**src/rtl/route_class_pkg.sv**
```systemverilog
package route_class_pkg;
  localparam int unsigned PORT_W = 3;
  localparam logic [PORT_W-1:0] P_LOCAL = 3'd0;
  localparam logic [PORT_W-1:0] P_EAST  = 3'd1;
  localparam logic [PORT_W-1:0] P_WEST  = 3'd2;
  localparam logic [PORT_W-1:0] P_NORTH = 3'd3;
  localparam logic [PORT_W-1:0] P_SOUTH = 3'd4;
  localparam logic [PORT_W-1:0] P_RING  = 3'd5;

  typedef enum logic [1:0] {
    K_MIN    = 2'd0,
    K_DETOUR = 2'd1,
    K_FORCE  = 2'd2,
    K_LOCAL  = 2'd3
  } kind_t;
endpackage

```
**src/rtl/route_geom.sv**
```systemverilog
module route_geom #(
  parameter int unsigned X_DIM = 4,
  parameter int unsigned Y_DIM = 4,
  localparam int unsigned XW = (X_DIM > 1) ? $clog2(X_DIM) : 1,
  localparam int unsigned YW = (Y_DIM > 1) ? $clog2(Y_DIM) : 1
) (
  input  logic [XW-1:0] here_x,
  input  logic [YW-1:0] here_y,
  input  logic [XW-1:0] dest_x,
  input  logic [YW-1:0] dest_y,
  output logic          arrived,
  output logic [3:0]    min_dirs,
  output logic [3:0]    on_mesh
);
  localparam logic [XW-1:0] X_LAST = XW'(X_DIM - 1);
  localparam logic [YW-1:0] Y_LAST = YW'(Y_DIM - 1);

  always_comb begin
    arrived     = (here_x == dest_x) && (here_y == dest_y);
    min_dirs[0] = dest_x > here_x;
    min_dirs[1] = dest_x < here_x;
    min_dirs[2] = dest_y > here_y;
    min_dirs[3] = dest_y < here_y;
    on_mesh[0]  = here_x < X_LAST;
    on_mesh[1]  = here_x != '0;
    on_mesh[2]  = here_y < Y_LAST;
    on_mesh[3]  = here_y != '0;
  end
endmodule

```
**src/rtl/route_pick.sv**
```systemverilog
module route_pick #(
  parameter int unsigned N = 4
) (
  input  logic [N-1:0] cand,
  output logic         any,
  output logic [2:0]   code
);
  always_comb begin
    any  = 1'b0;
    code = 3'd0;
    for (int i = N - 1; i >= 0; i--) begin
      if (cand[i]) begin
        any  = 1'b1;
        code = 3'(i + 1);
      end
    end
  end
endmodule

```
**src/rtl/route_class_sel.sv**
```systemverilog
module route_class_sel
  import route_class_pkg::*;
#(
  parameter int unsigned X_DIM = 4,
  parameter int unsigned Y_DIM = 4,
  parameter int unsigned MW    = 3,
  localparam int unsigned XW = (X_DIM > 1) ? $clog2(X_DIM) : 1,
  localparam int unsigned YW = (Y_DIM > 1) ? $clog2(Y_DIM) : 1
) (
  input  logic          clk,
  input  logic          rst,
  input  logic          hdr_valid,
  input  logic [XW-1:0] here_x,
  input  logic [YW-1:0] here_y,
  input  logic [XW-1:0] dest_x,
  input  logic [YW-1:0] dest_y,
  input  logic          hdr_escape,
  input  logic [MW-1:0] hdr_misses,
  input  logic [MW-1:0] miss_limit,
  input  logic [3:0]    nbr_powered,
  input  logic [3:0]    beyond_powered,
  output logic          sel_valid,
  output logic [2:0]    sel_port,
  output logic          sel_escape,
  output logic [MW-1:0] sel_misses
);
  logic       arrived;
  logic [3:0] min_dirs, on_mesh;

  route_geom #(.X_DIM(X_DIM), .Y_DIM(Y_DIM)) i_geom (
    .here_x(here_x), .here_y(here_y), .dest_x(dest_x), .dest_y(dest_y),
    .arrived(arrived), .min_dirs(min_dirs), .on_mesh(on_mesh)
  );

  // Candidate sets: 0 = minimal through powered neighbour,
  // 1 = minimal usable through a powered router further on, 2 = detour.
  localparam int unsigned NSET = 3;
  logic [3:0] cand   [NSET];
  logic       c_any  [NSET];
  logic [2:0] c_code [NSET];

  always_comb begin
    cand[0] = min_dirs & nbr_powered;
    cand[1] = min_dirs & (nbr_powered | beyond_powered);
    cand[2] = on_mesh & ~min_dirs & nbr_powered;
  end

  for (genvar g = 0; g < NSET; g++) begin : g_pick
    route_pick #(.N(4)) i_pick (
      .cand(cand[g]), .any(c_any[g]), .code(c_code[g])
    );
  end

  kind_t         kind;
  logic [2:0]    nxt_port;
  logic          nxt_escape;
  logic [MW-1:0] nxt_misses;

  always_comb begin
    nxt_port   = P_RING;
    nxt_escape = 1'b1;
    nxt_misses = hdr_misses;
    if (arrived) begin
      kind = K_LOCAL;
    end else if (hdr_escape) begin
      kind = K_FORCE;
    end else if (c_any[0] || c_any[1]) begin
      kind = K_MIN;
    end else if ((hdr_misses < miss_limit) && c_any[2]) begin
      kind = K_DETOUR;
    end else begin
      kind = K_FORCE;
    end
    unique case (kind)
      K_LOCAL: begin
        nxt_port   = P_LOCAL;
        nxt_escape = hdr_escape;
      end
      K_MIN: begin
        nxt_port   = c_any[0] ? c_code[0] : c_code[1];
        nxt_escape = 1'b0;
      end
      K_DETOUR: begin
        nxt_port   = c_code[2];
        nxt_escape = 1'b0;
        nxt_misses = hdr_misses + MW'(1);
      end
      default: begin
        nxt_port   = P_RING;
        nxt_escape = 1'b1;
      end
    endcase
  end

  always_ff @(posedge clk) begin
    if (rst) begin
      sel_valid  <= 1'b0;
      sel_port   <= P_LOCAL;
      sel_escape <= 1'b0;
      sel_misses <= '0;
    end else begin
      sel_valid <= hdr_valid;
      if (hdr_valid) begin
        sel_port   <= nxt_port;
        sel_escape <= nxt_escape;
        sel_misses <= nxt_misses;
      end
    end
  end
endmodule

```
**config.mk**
```make
export PLATFORM = sky130hd
export DESIGN_NAME = route_class_sel
export DESIGN_NICKNAME = d
export VERILOG_FILES = /design/src/rtl/route_class_pkg.sv /design/src/rtl/route_geom.sv /design/src/rtl/route_pick.sv /design/src/rtl/route_class_sel.sv
export SDC_FILE = /design/constraint.sdc
export NUM_CORES = 1
export LEC_CHECK = 0
export BUFFER_PORTS_ARGS = -buffer_cell sky130_fd_sc_hd__buf_2
export CORE_UTILIZATION = 40
export CTS_CLUSTER_SIZE = 40
export DETAILED_ROUTE_END_ITERATION = 16
export PLACE_DENSITY = 0.68
export SKIP_CTS_REPAIR_TIMING = 1
export SLEW_MARGIN = 40
export SYNTH_ARGS = -nofsm -noshare
export SYNTH_HDL_FRONTEND = slang
export SYNTH_HIERARCHICAL = 1
export SYNTH_SLANG_ARGS = --single-unit
```
**constraint.sdc**
```tcl
create_clock -name clk -period 3.3 [get_ports clk]
set_input_delay 0.33 -clock clk [delete_from_list [all_inputs] [get_ports clk]]
set_output_delay 0.33 -clock clk [all_outputs]
set_load 0.005 [all_outputs]
```
==> impl_metrics.ini, run 1 <==
[pwr]
p_int_uw = 216
power_density_mw_per_mm2 = 308
power.switching_uw = 116
switching_share_pct = 35.0
seq_power_share_pct = 32.3
p_clk_share_pct = 22.9
irDropWorstVdd_mv = 0.217
total_leakage_power_uw = 0.000536
power.combinational.fraction_pct = 44.7

[synth]
synth_simple_gate_area_share_pct = 34.0
synth-seq-area-share_pct = 18.5
synth_top_family_by_area = simple AND/OR/NAND/NOR gates
number_of_different_library_cells_in_the_post_synthesis_netlist = 30
yosysWarnings = 6
mappedNetlistArea_um2 = 865
synthAdderAreaFrac_pct = 10.1
netlist_instances = 113
syn-num-nets = 146
mux_share_of_post_synthesis_cell_area_pct = 1.16
ys_ff_latch = 8
syn_area_per_cell_um2 = 7.65
compound_gate_portion_of_the_synthesized_area_pct = 28.2
yosys.area_share.xor_xnor_pct = 1.01

[layout]
num_antenna_cells = 0
final_cell_mix = buf_2, nor2_1, inv_1
layout_commonest_cell = buf_2
final_core_utilization_pct = 53.9
area_delta_synth_final_pct = 24.7
final_layout_size_suffix_gt1_share_pct = 34.0
final_net_count = 182

[sta]
final.setup.tns_ns = 0
timing.final.max_slew_violations = 0
slew_headroom_pct = 81.1
final_period_minus_worst_setup_slack_ns = 2.62
max_freq_ghz = 0.382
clock_skew_ns = 0
grt_setup_unrepaired = no
final-hold-violation-count = 0
setup_violations = 0
min_period_over_period_pct = 79.3
worst-slew-pin-transition_ns = 0.284

[worst_setup_path]
reg2reg_setup_slack_ns = 2.60
critical-path-top-delay-family = simple AND/OR/NAND/NOR gates
timing.critical_path.depth = 12
timing.critical_path.buf_inv = 2
series_of_cell_instances_along_the_critical_path = buf_2, inv_1, ha_1, and2b_1, a2bb2oi_2, and2_1, nor2_1, nand2_1, nor4_4, o2111ai_4, or3_1, a311oi_1
worstPathMaxFanout = 7
critical_path_class = in -> reg
slowest_delay_ns = 0.35
endpoint_kind = flip-flop
arrival_ns = 2.78
critPathLaunch = here_y[1]
cp.required_ns = 3.47
crit_path_start_kind = primary input
crit_slowest_cell = nor4_4
reg2reg_from = sel_misses[2]$_SDFFE_PP0P_
reg2reg_depth = 2
endpoint = sel_misses[2]$_SDFFE_PP0P_
r2r-end = sel_misses[2]$_SDFFE_PP0P_

[routing]
drcViolationCount = 0
dr_wl_met2_um = 928
route.antenna.remaining_nets = 0
detailroute.via_count = 895
route.detailed.wl_per_inst_um = 10.9
detail_route.first_pass.iterations = 4
route.final.wire_length_um = 1900
post_drt_via_cell_ratio = 5.14
routed-wl-met3_um = 87
detail_route.wirelength.met1_um = 861
highest_signal_layer_in_the_routed_design = met4
detailedRoute.firstIterationViolations = 9

[clock_network]
cts.sinks = 8
numCtsBuffers = 3
root_buffer = clkbuf_4
cts-htree-levels = 1
clockBufferDepth = 2
path_clk_slew_ns = 0.05
clkLatencyLatePin_ns = 0.26
tritoncts = done

[run_status]
run_status = finished, final reports clean

[floorplan]
floorplan.die_area_mm2 = 0.00235
placeableCoreArea_mm2 = 0.00200
num_io_pins = 34
die_x_um = 48.5
std_cell_rows = 16
starting_utilization_of_the_core_area_pct = 43.2
fp.dieH_um = 48.5

[global_route]
grt_pass1_wl_um = 3360
antenna_found_initial = 0
grt_max_degree = 15
globalRouteOverflowTotal = 0
first_global_vias = 826
grtUsageTotal_pct = 18.0

[placement]
dp_hpwl_um = 1610
routabilityCongestion = 0.799
io_buffer_count = 33

[run]
drv.max_cap_violation_count = 0

[min_path]
hold_path_class = in -> reg
[metrics by stage]
stage | power, uW | std cells | setup WS, ns | hold WS, ns | area (um^2)
global placement | 253 | 171 | 0.530 | 0.468 | 1060
floorplan | 213 | 113 | 0.730 | 0.472 | 865
global route | 360 | 174 | 0.455 | 0.349 | 1080
CTS | 335 | 174 | 0.707 | 0.335 | 1080
finish | 332 | 174 | 0.684 | 0.340 | 1080
detailed placement | 257 | 171 | 0.442 | 0.466 | 1060
[metal layers]
layer,track usage (%),vias up
met5,0,-
met4,5.88,0
met3,4.09,5
met1,21.8,404
li1,-,465
met2,31.2,21
[synth_stat cells, drive strengths merged]
| cell type | n | area, um^2 |
|---|---|---|
| ha | 7 | 87.6 |
| mux2i | 1 | 10.0 |
| and3b | 1 | 8.76 |
| and2b | 3 | 22.5 |
| a21o | 3 | 26.3 |
| clkbuf | 2 | 7.51 |
| nor4b | 3 | 45.0 |
| a21oi | 2 | 10.0 |
| nor2 | 22 | 82.6 |
| and4 | 1 | 8.76 |
| or3 | 1 | 6.26 |
| nor3 | 1 | 5.00 |
| a22o | 3 | 30.0 |
| o211ai | 1 | 7.51 |
| dfxtp | 8 | 160 |
| o2111ai | 1 | 26.3 |
| or2 | 2 | 12.5 |
| nand2 | 10 | 37.5 |
| nor4 | 1 | 21.3 |
| o21ai | 2 | 10.0 |
| and2 | 4 | 25.0 |
| nor2b | 3 | 18.8 |
| a211oi | 6 | 45.0 |
| a2bb2oi | 5 | 50.0 |
| a311oi | 1 | 8.76 |
| xor2 | 1 | 8.76 |
| o21a | 4 | 30.0 |
| inv | 14 | 52.6 |
[worst min path at each step]
stage                                   startpoint                        to  slack, ns  depth (start not counted)
final                                          rst  sel_port[0]$_SDFFE_PP0P_       0.34                          2
after global routing                           rst  sel_port[1]$_SDFFE_PP0P_       0.35                          2
after CTS                                      rst  sel_port[0]$_SDFFE_PP0P_       0.34                          2
after detailed placement  sel_port[2]$_SDFFE_PP0P_  sel_port[2]$_SDFFE_PP0P_       0.47                          2
after global placement    sel_port[2]$_SDFFE_PP0P_  sel_port[2]$_SDFFE_PP0P_       0.47                          2
after floorplan           sel_port[2]$_SDFFE_PP0P_  sel_port[2]$_SDFFE_PP0P_       0.47                          2
[kinds of logic (layout without fill, tap and decap cells)]
family / Yosys count / after routing
muxes: 1 / 1
adders and majority gates: 7 / 7
DFF: 8 / 8
buffers and inverters: 16 / 50
and+or+nand+nor: 52 / 52
xor gates and xnor gates: 1 / 1
AOI/OAI and AO/OA: 28 / 28
[registers in the layout, indices dropped and copies added, names as in the netlist]
signal,flops
sel_escape,1
sel_valid,1
sel_misses,3
sel_port,3
[power by group through the flow]
stage	combinational [uW]	sequential (uW)	clock (uW)
final	148	107	76.1
after detailed placement	148	109	0
after floorplan	103	110	0
after global placement	144	109	0
after CTS	148	107	78.9
after global routing	166	108	85.5
[area by class of cell]
type,count,area [um^2]
clock buffer,3,22.5
fill,210,923
inverter,14,52.6
multi-input combinational,89,644
sequential,8,160
tap,27,33.8
timing repair buffer,33,165
Note: power is estimated with default switching activity, not from simulation.
==> run 2: changes to the inputs <==
--- a/config.mk
+++ b/config.mk
@@ -9,7 +9,7 @@
 export CORE_UTILIZATION = 40
 export CTS_CLUSTER_SIZE = 40
 export DETAILED_ROUTE_END_ITERATION = 16
-export PLACE_DENSITY = 0.68
+export PLACE_DENSITY = 0.7
 export SKIP_CTS_REPAIR_TIMING = 1
 export SLEW_MARGIN = 40
 export SYNTH_ARGS = -nofsm -noshare
==> constraint.sdc (replaced) <==
create_clock -name clk -period 2.34 [get_ports clk]
set_input_delay 0.234 -clock clk [delete_from_list [all_inputs] [get_ports clk]]
set_output_delay 0.234 -clock clk [all_outputs]
set_load 0.005 [all_outputs]
==> run 2 against run 1 <==
Net effect:
- power grew 55%
- critical path depth is the same
- routed wire length grew 3.4%
- sequential power grew 41%
- sequential share of layout area shrank 2.0 points
- highest routed layer unchanged
==> impl_metrics.ini, run 2 (synthesis results as in run 1) <==
[run_status]
run_status = finished, final reports clean

[sta]
clock_skew_ns = 0
worst-slew-pin-transition_ns = 0.285
max_freq_ghz = 0.452
final_period_minus_worst_setup_slack_ns = 2.21
min_period_over_period_pct = 94.5
final-hold-violation-count = 0
setup_violations = 0
slew_headroom_pct = 81.0
timing.final.max_slew_violations = 0

[routing]
detailedRoute.firstIterationViolations = 23
post_drt_via_cell_ratio = 4.93
route.detailed.wl_per_inst_um = 10.3
route.antenna.remaining_nets = 0
drcViolationCount = 0
detail_route.first_pass.iterations = 4
route.final.wire_length_um = 1960
detailroute.via_count = 941

[clock_network]
cts-htree-levels = 1
clockBufferDepth = 2
tritoncts = done
root_buffer = clkbuf_4
clkLatencyLatePin_ns = 0.25
path_clk_slew_ns = 0.05
cts.sinks = 8
numCtsBuffers = 3

[floorplan]
die_x_um = 48.5
fp.dieH_um = 48.5
std_cell_rows = 16
floorplan.die_area_mm2 = 0.00235
starting_utilization_of_the_core_area_pct = 43.2
num_io_pins = 34
placeableCoreArea_mm2 = 0.00200

[worst_setup_path]
cp.required_ns = 2.51
endpoint_kind = flip-flop
worstPathMaxFanout = 3
crit_slowest_cell = or3_1
critical_path_class = in -> reg
slowest_delay_ns = 0.36
crit_path_start_kind = primary input
series_of_cell_instances_along_the_critical_path = buf_2, inv_2, ha_4, and2b_1, a2bb2oi_2, and2_1, nor2_1, nand2_2, nor4_4, o2111ai_4, or3_1, a311oi_1
arrival_ns = 2.38

[pwr]
seq_power_share_pct = 29.3
power_density_mw_per_mm2 = 414
power.switching_uw = 174
p_int_uw = 341
p_clk_share_pct = 20.8
irDropWorstVdd_mv = 0.382
switching_share_pct = 33.7
total_leakage_power_uw = 0.000618
power.combinational.fraction_pct = 49.9

[placement]
routabilityCongestion = 0.776
io_buffer_count = 33
dpl_cell_area_mm2 = 0.00121
dp_hpwl_um = 1750

[layout]
final_layout_size_suffix_gt1_share_pct = 45.1
layout_commonest_cell = buf_2
area_delta_synth_final_pct = 43.7
final_cell_mix = buf_2, nor2_1, buf_4
final_net_count = 199
final_cell_area_mm2 = 0.00124
num_antenna_cells = 0
final_core_utilization_pct = 62.1
biggestRegsByFlops = sel_misses (3), sel_port (3)

[global_route]
globalRouteOverflowTotal = 0
grtUsageTotal_pct = 19.4
antenna_found_initial = 0
grt_pass1_wl_um = 3620
first_global_vias = 866
grt_max_degree = 15

[run]
drv.max_cap_violation_count = 0

[min_path]
hold_path_class = in -> reg
run 2: changes by cell type in the layout (fill, tap and decap cells not counted), moves of 2 or more:
| cell | before | now |
|---|---|---|
| buf_4 | 0 | 17 |
| ha_1 | 7 | 5 |
| ha_4 | 0 | 2 |
| inv_1 | 14 | 12 |
| inv_2 | 0 | 2 |
run 2: metrics by stage:
| stage | hold slack (ns) | total power (uW) | setup WS (ns) | std cells | TNS [ns] |
|---|---|---|---|---|---|
| floorplan | 0.415 | 309 | 0.0187 | 113 | 0 |
| detailed placement | 0.479 | 407 | -0.0995 | 187 | -0.269 |
| finish | 0.239 | 515 | 0.128 | 191 | 0 |
| global placement | 0.475 | 399 | -0.0780 | 187 | -0.0984 |
| global route | 0.246 | 558 | -0.00466 | 191 | -0.00466 |
| CTS | 0.239 | 515 | 0.136 | 190 | 0 |
run 2: worst paths after layout:
kind | to | slack (ns) | depth (start not counted) | start
hold reg to reg | sel_port[0]$_SDFFE_PP0P_ | 0.48 | 2 | sel_port[0]$_SDFFE_PP0P_
setup reg to reg | sel_misses[2]$_SDFFE_PP0P_ | 1.67 | 2 | sel_misses[2]$_SDFFE_PP0P_
setup / recovery | sel_misses[2]$_SDFFE_PP0P_ | 0.13 | 12 | here_x[1]
hold / removal | sel_port[0]$_SDFFE_PP0P_ | 0.24 | 2 | rst
run 2: final cells by class:
type	count	area [um^2]
clock buffers	3	22.5
fillers	194	759
inverters	14	52.6
multi-input cells	89	681
flip-flops and latches	8	160
well taps	27	33.8
repair buffers	50	293
run 2: per-layer routing:
layer | GRT usage [%] | vias up | part of all wire, %
li1 | - | 499 | -
met1 | 22.8 | 415 | 46
met2 | 35.9 | 21 | 49
met3 | 4.40 | 6 | 3.4
met4 | 3.92 | 0 | 2.0
met5 | 0 | - | 0
run 2: power by group through the flow:
stage,clock (uW),sequential (uW),combinational [uW]
after floorplan,0,155,154
after global placement,0,154,246
final,107,151,257
after global routing,117,153,288
after CTS,109,151,254
after detailed placement,0,154,253
run 2: worst max-delay path: cells and delay by family:
| family | cells | cell delay (ns) |
|---|---|---|
| buf+inv | 2 | 0.17 |
| compound gates | 3 | 0.53 |
| simple gates | 6 | 1.25 |
| fa+ha+maj | 1 | 0.19 |
